**src/rtl/ddc_pkg.sv**
```systemverilog
package ddc_pkg;

    // Integer sine approximation over one full period of tab_n points.
    function automatic int lo_sine(int idx, int tab_n, int amp);
        int  half;
        int  t;
        int  p;
        longint v;
        half = tab_n / 2;
        t    = idx % half;
        p    = t * (half - t);
        v    = (longint'(amp) * 16 * p) / (5 * half * half - 4 * p);
        return (idx < half) ? int'(v) : -int'(v);
    endfunction

endpackage

```
**src/rtl/ddc_nco.sv**
```systemverilog
module ddc_nco #(
    parameter int PH_W   = 44,
    parameter int LUT_AW = 6,
    parameter int LO_W   = 12
) (
    input  logic                   clk,
    input  logic                   rst_n,
    input  logic                   step,
    input  logic [PH_W-1:0]        tune,
    output logic signed [LO_W-1:0] lo_cos,
    output logic signed [LO_W-1:0] lo_sin
);
    import ddc_pkg::*;

    localparam int TAB_N = 1 << LUT_AW;
    localparam int QTR   = TAB_N / 4;
    localparam int AMP   = (1 << (LO_W - 1)) - 1;

    typedef struct packed {
        logic [PH_W-1:0] phase;
    } nco_st_t;

    nco_st_t st_d, st_q;

    logic signed [LO_W-1:0] sin_tab [TAB_N];
    for (genvar g = 0; g < TAB_N; g++) begin : g_tab
        assign sin_tab[g] = LO_W'(lo_sine(g, TAB_N, AMP));
    end

    logic [LUT_AW-1:0] idx_s, idx_c;

    always_comb begin
        st_d  = st_q;
        idx_s = st_q.phase[PH_W-1 -: LUT_AW];
        idx_c = idx_s + LUT_AW'(QTR);
        if (step) st_d.phase = st_q.phase + tune;
    end

    assign lo_sin = sin_tab[idx_s];
    assign lo_cos = sin_tab[idx_c];

    always_ff @(posedge clk) begin
        if (!rst_n) st_q <= '0;
        else        st_q <= st_d;
    end
endmodule

```
**src/rtl/ddc_mixer.sv**
```systemverilog
module ddc_mixer #(
    parameter int IN_W = 10,
    parameter int LO_W = 12,
    localparam int PROD_W = IN_W + LO_W
) (
    input  logic                     clk,
    input  logic                     rst_n,
    input  logic                     in_valid,
    input  logic signed [IN_W-1:0]   in_sample,
    input  logic signed [LO_W-1:0]   lo_cos,
    input  logic signed [LO_W-1:0]   lo_sin,
    output logic                     mix_vld,
    output logic signed [PROD_W-1:0] mix_i,
    output logic signed [PROD_W-1:0] mix_q
);
    typedef struct packed {
        logic              vld;
        logic [PROD_W-1:0] pi;
        logic [PROD_W-1:0] pq;
    } mix_st_t;

    mix_st_t st_d, st_q;
    logic signed [PROD_W-1:0] x_ext, c_ext, s_ext;

    always_comb begin
        x_ext    = PROD_W'(in_sample);
        c_ext    = PROD_W'(lo_cos);
        s_ext    = PROD_W'(lo_sin);
        st_d     = st_q;
        st_d.vld = in_valid;
        if (in_valid) begin
            st_d.pi = x_ext * c_ext;
            st_d.pq = -(x_ext * s_ext);
        end
    end

    assign mix_vld = st_q.vld;
    assign mix_i   = $signed(st_q.pi);
    assign mix_q   = $signed(st_q.pq);

    always_ff @(posedge clk) begin
        if (!rst_n) st_q <= '0;
        else        st_q <= st_d;
    end
endmodule

```
**src/rtl/ddc_decim.sv**
```systemverilog
module ddc_decim #(
    parameter int PROD_W   = 22,
    parameter int DEC_W    = 8,
    parameter int OUT_W    = 16,
    parameter int NAR_W    = 8,
    parameter int RES_SH   = 8,
    parameter int MIN_FAST = 10,
    parameter int MIN_SLOW = 5
) (
    input  logic                     clk,
    input  logic                     rst_n,
    input  logic                     mix_vld,
    input  logic signed [PROD_W-1:0] mix_i,
    input  logic signed [PROD_W-1:0] mix_q,
    input  logic [DEC_W-1:0]         dec_factor,
    input  logic                     rate_hi,
    input  logic                     wide_sel,
    output logic                     out_valid,
    output logic [2*OUT_W-1:0]       out_iq
);
    localparam int ACC_W = PROD_W + DEC_W;
    localparam int PAD_W = 2 * OUT_W - 2 * NAR_W;
    localparam int NSH   = OUT_W - NAR_W;
    localparam logic signed [ACC_W-1:0] W_MAX = ACC_W'((1 << (OUT_W - 1)) - 1);
    localparam logic signed [ACC_W-1:0] W_MIN = -W_MAX - 1;
    localparam logic signed [OUT_W:0]   N_MAX = (OUT_W+1)'((1 << (NAR_W - 1)) - 1);
    localparam logic signed [OUT_W:0]   N_MIN = -N_MAX - 1;
    localparam logic signed [OUT_W:0]   RND   = (OUT_W+1)'(1 << (NSH - 1));
    localparam logic [DEC_W-1:0] LIM_HI = DEC_W'(MIN_FAST);
    localparam logic [DEC_W-1:0] LIM_LO = DEC_W'(MIN_SLOW);

    typedef struct packed {
        logic [ACC_W-1:0]   acc_i;
        logic [ACC_W-1:0]   acc_q;
        logic [DEC_W-1:0]   cnt;
        logic               ov;
        logic [2*OUT_W-1:0] oiq;
    } dec_st_t;

    dec_st_t st_d, st_q;

    function automatic logic signed [OUT_W-1:0] to_wide(logic signed [ACC_W-1:0] s);
        logic signed [ACC_W-1:0] sh;
        sh = s >>> RES_SH;
        if (sh > W_MAX)      return W_MAX[OUT_W-1:0];
        else if (sh < W_MIN) return W_MIN[OUT_W-1:0];
        else                 return sh[OUT_W-1:0];
    endfunction

    function automatic logic signed [NAR_W-1:0] to_narrow(logic signed [OUT_W-1:0] v);
        logic signed [OUT_W:0] r;
        r = ((OUT_W+1)'(v) + RND) >>> NSH;
        if (r > N_MAX) return N_MAX[NAR_W-1:0];
        else if (r < N_MIN) return N_MIN[NAR_W-1:0];
        else return r[NAR_W-1:0];
    endfunction

    logic [DEC_W-1:0]        lim, eff;
    logic signed [ACC_W-1:0] sum_i, sum_q;
    logic signed [OUT_W-1:0] w_i, w_q;
    logic                    last;

    always_comb begin
        lim   = rate_hi ? LIM_HI : LIM_LO;
        eff   = (dec_factor < lim) ? lim : dec_factor;
        sum_i = $signed(st_q.acc_i) + ACC_W'(mix_i);
        sum_q = $signed(st_q.acc_q) + ACC_W'(mix_q);
        w_i   = to_wide(sum_i);
        w_q   = to_wide(sum_q);
        last  = mix_vld && (st_q.cnt >= eff - 1'b1);
        st_d    = st_q;
        st_d.ov = 1'b0;
        if (mix_vld) begin
            if (last) begin
                st_d.acc_i = '0;
                st_d.acc_q = '0;
                st_d.cnt   = '0;
                st_d.ov    = 1'b1;
                st_d.oiq   = wide_sel ? {w_i, w_q}
                                      : {{PAD_W{1'b0}}, to_narrow(w_i), to_narrow(w_q)};
            end else begin
                st_d.acc_i = sum_i;
                st_d.acc_q = sum_q;
                st_d.cnt   = st_q.cnt + 1'b1;
            end
        end
    end

    assign out_valid = st_q.ov;
    assign out_iq    = st_q.oiq;

    always_ff @(posedge clk) begin
        if (!rst_n) st_q <= '0;
        else        st_q <= st_d;
    end
endmodule

```
**src/rtl/ddc_core.sv**
```systemverilog
module ddc_core #(
    parameter int PH_W   = 44,
    parameter int IN_W   = 10,
    parameter int LO_W   = 12,
    parameter int LUT_AW = 6,
    parameter int DEC_W  = 8,
    parameter int OUT_W  = 16,
    parameter int NAR_W  = 8,
    parameter int RES_SH = 8
) (
    input  logic                   clk,
    input  logic                   rst_n,
    input  logic                   in_valid,
    input  logic signed [IN_W-1:0] in_sample,
    input  logic [PH_W-1:0]        tune_word,
    input  logic [DEC_W-1:0]       dec_factor,
    input  logic                   rate_hi,
    input  logic                   wide_sel,
    output logic                   out_valid,
    output logic [2*OUT_W-1:0]     out_iq
);
    localparam int PROD_W = IN_W + LO_W;

    logic signed [LO_W-1:0]   lo_cos, lo_sin;
    logic                     mix_vld;
    logic signed [PROD_W-1:0] mix_i, mix_q;

    ddc_nco #(.PH_W(PH_W), .LUT_AW(LUT_AW), .LO_W(LO_W)) u_nco (
        .clk(clk), .rst_n(rst_n), .step(in_valid), .tune(tune_word),
        .lo_cos(lo_cos), .lo_sin(lo_sin)
    );

    ddc_mixer #(.IN_W(IN_W), .LO_W(LO_W)) u_mix (
        .clk(clk), .rst_n(rst_n), .in_valid(in_valid), .in_sample(in_sample),
        .lo_cos(lo_cos), .lo_sin(lo_sin),
        .mix_vld(mix_vld), .mix_i(mix_i), .mix_q(mix_q)
    );

    ddc_decim #(.PROD_W(PROD_W), .DEC_W(DEC_W), .OUT_W(OUT_W),
                .NAR_W(NAR_W), .RES_SH(RES_SH)) u_dec (
        .clk(clk), .rst_n(rst_n), .mix_vld(mix_vld), .mix_i(mix_i), .mix_q(mix_q),
        .dec_factor(dec_factor), .rate_hi(rate_hi), .wide_sel(wide_sel),
        .out_valid(out_valid), .out_iq(out_iq)
    );
endmodule

```
**config.mk**
```make
export PLATFORM = sky130hd
export DESIGN_NAME = ddc_core
export DESIGN_NICKNAME = d
export VERILOG_FILES = /design/src/rtl/ddc_pkg.sv /design/src/rtl/ddc_nco.sv /design/src/rtl/ddc_mixer.sv /design/src/rtl/ddc_decim.sv /design/src/rtl/ddc_core.sv
export SDC_FILE = /design/constraint.sdc
export NUM_CORES = 1
export LEC_CHECK = 0
export BUFFER_PORTS_ARGS = -buffer_cell sky130_fd_sc_hd__clkbuf_2
export CAP_MARGIN = 30
export CORE_MARGIN = 3
export CORE_UTILIZATION = 50
export CTS_BUF_LIST = sky130_fd_sc_hd__clkbuf_4 sky130_fd_sc_hd__clkbuf_8
export CTS_CLUSTER_SIZE = 28
export DETAILED_ROUTE_END_ITERATION = 10
export PLACE_DENSITY = 0.67
export SLEW_MARGIN = 15
export SYNTH_ARGS = -nofsm -noshare
export SYNTH_HDL_FRONTEND = slang
export SYNTH_SLANG_ARGS = --single-unit
```
**constraint.sdc**
```tcl
create_clock -name clk -period 10.1 [get_ports clk]
set_clock_uncertainty 0.2 [all_clocks]
set_input_delay 0.505 -clock clk [delete_from_list [all_inputs] [get_ports clk]]
set_output_delay 0.505 -clock clk [all_outputs]
set_load 0.01 [all_outputs]
```
== Yosys cells after proc, flatten, opt, wreduce, memory -nomap -nowiden ==
Memory sizes are Yosys's and may differ from the RTL's.
Cells that the tools add are included.

* Add/sub/neg operators: 9
* Multiply operators: 2
* Div/mod/pow operators: 0
* Magnitude comparators: 12
* Equality and inequality tests: 0
* Shift operators: 0
* Mux-type cells: 17
* Bitwise logic cells: 2
* Reductions and logical operators: 3

{| class="wikitable"
|+ Operator list
! operator !! number
|-
| 68-bit 2-to-1 mux || 1
|-
| 16-bit 2-to-1 mux || 4
|-
| 30-bit by 22-bit adder with 30-bit output || 2
|-
| 12-bit 2-to-1 mux || 4
|-
| 44-bit adder || 1
|-
| 22-bit by 16-bit > comparator with 1-bit output, second input constant || 2
|-
| 22-bit by 16-bit < comparator with 1-bit output, second input constant || 2
|-
| 10-bit by 12-bit multiplier with 22-bit output || 2
|-
| 8-bit 2-to-1 mux || 5
|-
| 16-bit by 9-bit adder with 17-bit output, second input constant || 2
|-
| 33-bit 2-to-1 mux || 1
|-
| 32-bit 2-to-1 mux || 1
|-
| 22-bit negator || 1
|-
| 9-bit by 8-bit > comparator with 1-bit output, second input constant || 2
|-
| 9-bit by 8-bit < comparator with 1-bit output, second input constant || 2
|-
| 7-bit >= comparator, second input constant || 2
|-
| 6-bit inverter with 7-bit output || 2
|-
| 8-bit by 1-bit adder with 8-bit output, second input constant || 1
|-
| 8-bit >= comparator || 1
|-
| 8-bit < comparator || 1
|-
| 8-bit by 1-bit subtractor with 8-bit output, second input constant || 1
|-
| 6-bit by 5-bit adder with 6-bit output, second input constant || 1
|-
| 4-bit 2-to-1 mux || 1
|-
| 2-bit AND reduction || 2
|-
| 1-bit logical AND || 1
|}

* Register bits: 190
* Bits in latches: 0
* RAM bits: 0
* Bits in read-only memories: 1536
* Output and inout port bits: 33
* Memories kept: 2

{| class="wikitable"
|+ Memories
! name !! words !! bits a word !! rd ports !! clocked after Yosys merged registers in !! wr ports !! line !! source
|-
| (name not given) || 64 || 12 || 1 || 0 || 0 || ddc_nco.sv:39 || <nowiki>assign lo_sin = sin_tab[idx_s];</nowiki>
|-
| (name not given) || 64 || 12 || 1 || 0 || 0 || ddc_nco.sv:40 || <nowiki>assign lo_cos = sin_tab[idx_c];</nowiki>
|}

== Longest topological paths before layout ==
* Word-level depth: 10
* Depth in mapped cells: 33

== Hierarchy ==
Synthesis repeated with hierarchy kept, for this count alone.

* Cells, all modules: 3092
* Area, all modules: 25094.1 µm²

{| class="wikitable"
|+ By module, submodules not included
! module !! times used !! cells each !! area an instance (µm²) !! seq. area each (µm²)
|-
| ddc_mixer || 1 || 1276 || 11163.2 || 900.9
|-
| ddc_decim || 1 || 1132 || 8622.0 || 2021.9
|-
| ddc_nco || 1 || 684 || 5308.8 || 880.8
|}

== Least setup slack after synthesis ==
Ideal clock, no wire load.

* Path kind: register to register
* From: register u_nco.st_q[38] (netlist bit)
* To: register u_mix.st_q, in the netlist u_mix.mix_i[21]
* Data arrival time: 6.607 ns
* Data required time: 9.767 ns
* Slack: 3.160 ns
* Cell stages (with the launch flop): 28
* Buffers on the path: 2
* Clock period less this slack: 6.940 ns
* Cell sequence: dfxtp_1 clkbuf_1 inv_1 ha_1 clkbuf_1 nor3_1 a211oi_1 a211oi_1 a21oi_1 mux2i_1 and2_1 fa_1 fa_1 fa_1 inv_1 fa_1 inv_1 fa_1 ha_1 a21oi_1 o21ai_0 nand2_1 a21o_1 a21oi_1 a41o_1 o41ai_1 xnor2_1 a21oi_1

* Word-level cells in the longest chain between the ends: 6

{| class="wikitable"
|+ RTL lines
! what !! line !! source
|-
| start, declared || ddc_nco.sv:23 || <nowiki>nco_st_t st_d, st_q;</nowiki>
|-
| start signal, assigned || ddc_nco.sv:44 || <nowiki>else st_q <= st_d;</nowiki>
|-
| 6-bit by 5-bit adder with 6-bit output || ddc_nco.sv:35 || <nowiki>idx_c = idx_s + LUT_AW'(QTR);</nowiki>
|-
| 6-bit inverter with 7-bit output (not written as such) || ddc_nco.sv:40 ||
|-
| memory 64 x 12 bit || - ||
|-
| 12-bit 2-to-1 mux (not written as such) (2 in series) || ddc_nco.sv:40 ||
|-
| 10-bit by 12-bit multiplier with 22-bit output || ddc_mixer.sv:32 || <nowiki>st_d.pi = x_ext * c_ext;</nowiki>
|-
| end signal, assigned || ddc_mixer.sv:43 || <nowiki>else st_q <= st_d;</nowiki>
|-
| end, declared || ddc_mixer.sv:22 || <nowiki>mix_st_t st_d, st_q;</nowiki>
|}

No other way between the ends. The select of a mux whose other input is x is not followed.
A chain may end at the register's enable or synchronous reset.

== Final worst setup path ==
* From: register u_nco.st_q[38] (netlist bit)
* To: register u_mix.st_q, in the netlist u_mix.mix_q[20]

* Word-level cells in the longest chain between the ends: 6

{| class="wikitable"
|+ RTL lines
! what !! line !! source
|-
| 6-bit inverter with 7-bit output (not written as such) || ddc_nco.sv:39 ||
|-
| memory 64 x 12 bit || - ||
|-
| 12-bit 2-to-1 mux (not written as such) (2 in series) || ddc_nco.sv:39 ||
|-
| 10-bit by 12-bit multiplier with 22-bit output || ddc_mixer.sv:33 || <nowiki>st_d.pq = -(x_ext * s_ext);</nowiki>
|-
| 22-bit negator || ddc_mixer.sv:33 ||
|}

No other way between the ends. The select of a mux whose other input is x is not followed.

==> flow_summary.toml <==
[setup_path]
worstSetupStartpointType = "flip-flop"
cpMaxStageDelayCell = "a21oi_1"
critPathRequiredTime_ns = 10.28
cp_data_arrival_time_ns = 8.44
worstSetupPathType = "flip-flop to flip-flop"
endpoint_kind = "flip-flop"
critical-path-max-stage-delay_ns = 0.75
crit_fanout = 14

[clock_tree]
post_cts_buffers = 0
cts_resized = 0
clk_pin_slew_ns = 0.11
cts_max_level = 4
cts_buffers = 17
cts_tree = "built"
cts_sinks = 190
clock_latency_ns = 0.52
cts-root-buf = "clkbuf_8"
cts_hold_buf = 0
cts_max_path_buffers = 2

[grt]
grt_pass1_wl_um = 99400
grt-ovfl-total = 0
grt_max_degree = 82
grt_pass1_vias = 20500
grt_usage = 0.236
grt_antenna_before_repair = 0

[detailed_routing]
ant_nets = 0
vias = 20200
drtIter0Drc = 1075
wl_per_cell_um = 16.4
routed_wl_um = 58200
viasPerCell = 5.68
remaining_drc_errors = 0
drtPass1Iterations = 5

[placed_design]
place_area_mm2 = 0.0246
hpwl_um = 45100
place_congestion = 0.877
io_buffers = 99
dp.cells = 3518

[yosys]
synth.yosys.seq_area_share = 0.159
synth.avg_cell_area_um2 = 8.10
yosysWarnings = 0
synth_area_mm2 = 0.0239
synthCells = 2952
synth_edf_count = 0
yosysUniqueCellTypes = 95
synthArstFlopShare = 0
synthFlopType = "dfxtp_1"
ys_ff_latch = 190
syn_nets = 3476

[floorplanning]
initial_utilization = 0.510
num_io_pins = 100
die_y_um = 225
fp-row-count = 79
dieArea_mm2 = 0.0505
core_area_mm2 = 0.0469
die_x_um = 225

[finish]
area_growth_pct = 4.65
stdcell_count = 3555
design_area_mm2 = 0.0250
final_nets = 3460
drive_above_1_share = 0.0692
antenna_cells = 0

[timing]
maxSlewViolCount = 0
tns_ns = 0
fin_crit_ns = 8.26
setup_viol = 0
fin_crit_sh = 0.818
slew_headroom = 0.353
grt_setup_unrepaired = "no"
worst_pin_slew_ns = 0.971
hold_viol_final = 0
hold_slack_ns = 0.154
clock.fmax_ghz = 0.121

[run_status]
status = "finished, final reports clean"

[run]
max_cap_violations = 0

[hold_path]
hp-class = "input port to flip-flop"
## final cells by class
cell class | count | area (µm²)
well taps | 607 | 759
clock inverters | 14 | 149
inverters | 296 | 1110
clock buffers | 17 | 234
repair buffers | 123 | 689
fillers | 4492 | 21800
flip-flops and latches | 190 | 3800
multi-input cells | 2308 | 18300
## per-layer routing
| layer | track usage | part of all wire | vias to the layer above |
|---|---|---|---|
| met5 | 0 | 0 | - |
| met4 | 0.0513 | 0.016 | 0 |
| met3 | 0.0332 | 0.036 | 62 |
| met2 | 0.418 | 0.50 | 420 |
| met1 | 0.307 | 0.45 | 9803 |
| li1 | - | - | 9896 |
## flip-flops by register name (all words and copies together), names as in the netlist
| register | flops |
|---|---|
| u_dec.st_q | 68 |
| u_nco.st_q | 44 |
| u_dec.out_iq | 32 |
| u_mix.mix_i | 22 |
| u_mix.mix_q | 22 |
| u_dec.out_valid | 1 |
| u_mix.mix_vld | 1 |
## synthesized netlist by cell type, types with 77 or more instances
library cell | n | area share
nand3_1 | 94 | 0.020
fa_1 | 219 | 0.18
nand2_1 | 315 | 0.049
xnor2_1 | 108 | 0.040
ha_1 | 238 | 0.12
clkbuf_1 | 101 | 0.016
nor2_1 | 227 | 0.036
o21ai_0 | 120 | 0.025
and2_1 | 120 | 0.031
a21oi_1 | 246 | 0.051
inv_1 | 293 | 0.046
mux2i_1 | 77 | 0.032
dfxtp_1 | 190 | 0.16
## critical path: cells and delay by family (launching register included)
kind	cells	cell delay [ns]
xor+xnor	1	0.18
buf+inv	4	0.40
simple gates	5	0.58
mux	1	0.14
fa+ha+maj	7	3.06
compound gates	10	2.86
flops	1	0.68
## stage by stage
step	setup WS [ns]	util
2_1_floorplan	3.16	-
3_3_place_gp	2.16	0.524
3_5_place_dp	1.94	0.525
4_1_cts	1.87	0.533
5_1_grt	1.21	0.534
6_report	1.84	0.534
## path summary, 6_finish.rpt
kind                         from         endpoint  slack [ns]  cells after the start
setup / recovery   u_nco.st_q[38]  u_mix.mix_q[20]        1.84                     28
hold / removal       tune_word[0]    u_nco.st_q[0]        0.15                      4
setup reg to reg   u_nco.st_q[38]  u_mix.mix_q[20]        1.84                     28
hold reg to reg   u_dec.out_iq[4]  u_dec.out_iq[4]        0.26                      2
## layout by cell type (no fill, tap or decap), types with 23 or more instances in the layout
cell,count
a211oi_1,25
a21o_1,50
a21oi_1,245
and2_1,120
clkbuf_2,98
dfxtp_1,189
fa_1,219
ha_1,238
inv_1,292
mux2i_1,77
nand2_1,315
nand2b_1,39
nand3_1,94
nor2_1,227
nor2b_1,31
nor3_1,38
o21ai_0,120
o21ai_1,23
xnor2_1,108
xor2_1,50
## cells by family (layout without fill, tap and decap cells)
| logic type | after synthesis | in the layout | share of synthesized area |
|---|---|---|---|
| simple gates | 955 | 955 | 0.189 |
| buf+inv | 454 | 450 | 0.0772 |
| flops | 190 | 190 | 0.159 |
| fa+ha+maj | 457 | 457 | 0.308 |
| xor+xnor | 161 | 161 | 0.0599 |
| mux | 82 | 82 | 0.0346 |
| compound gates | 653 | 653 | 0.172 |
Power is not shown: default switching activity piles up to over one toggle a cycle in this logic, so the estimate is an artifact.
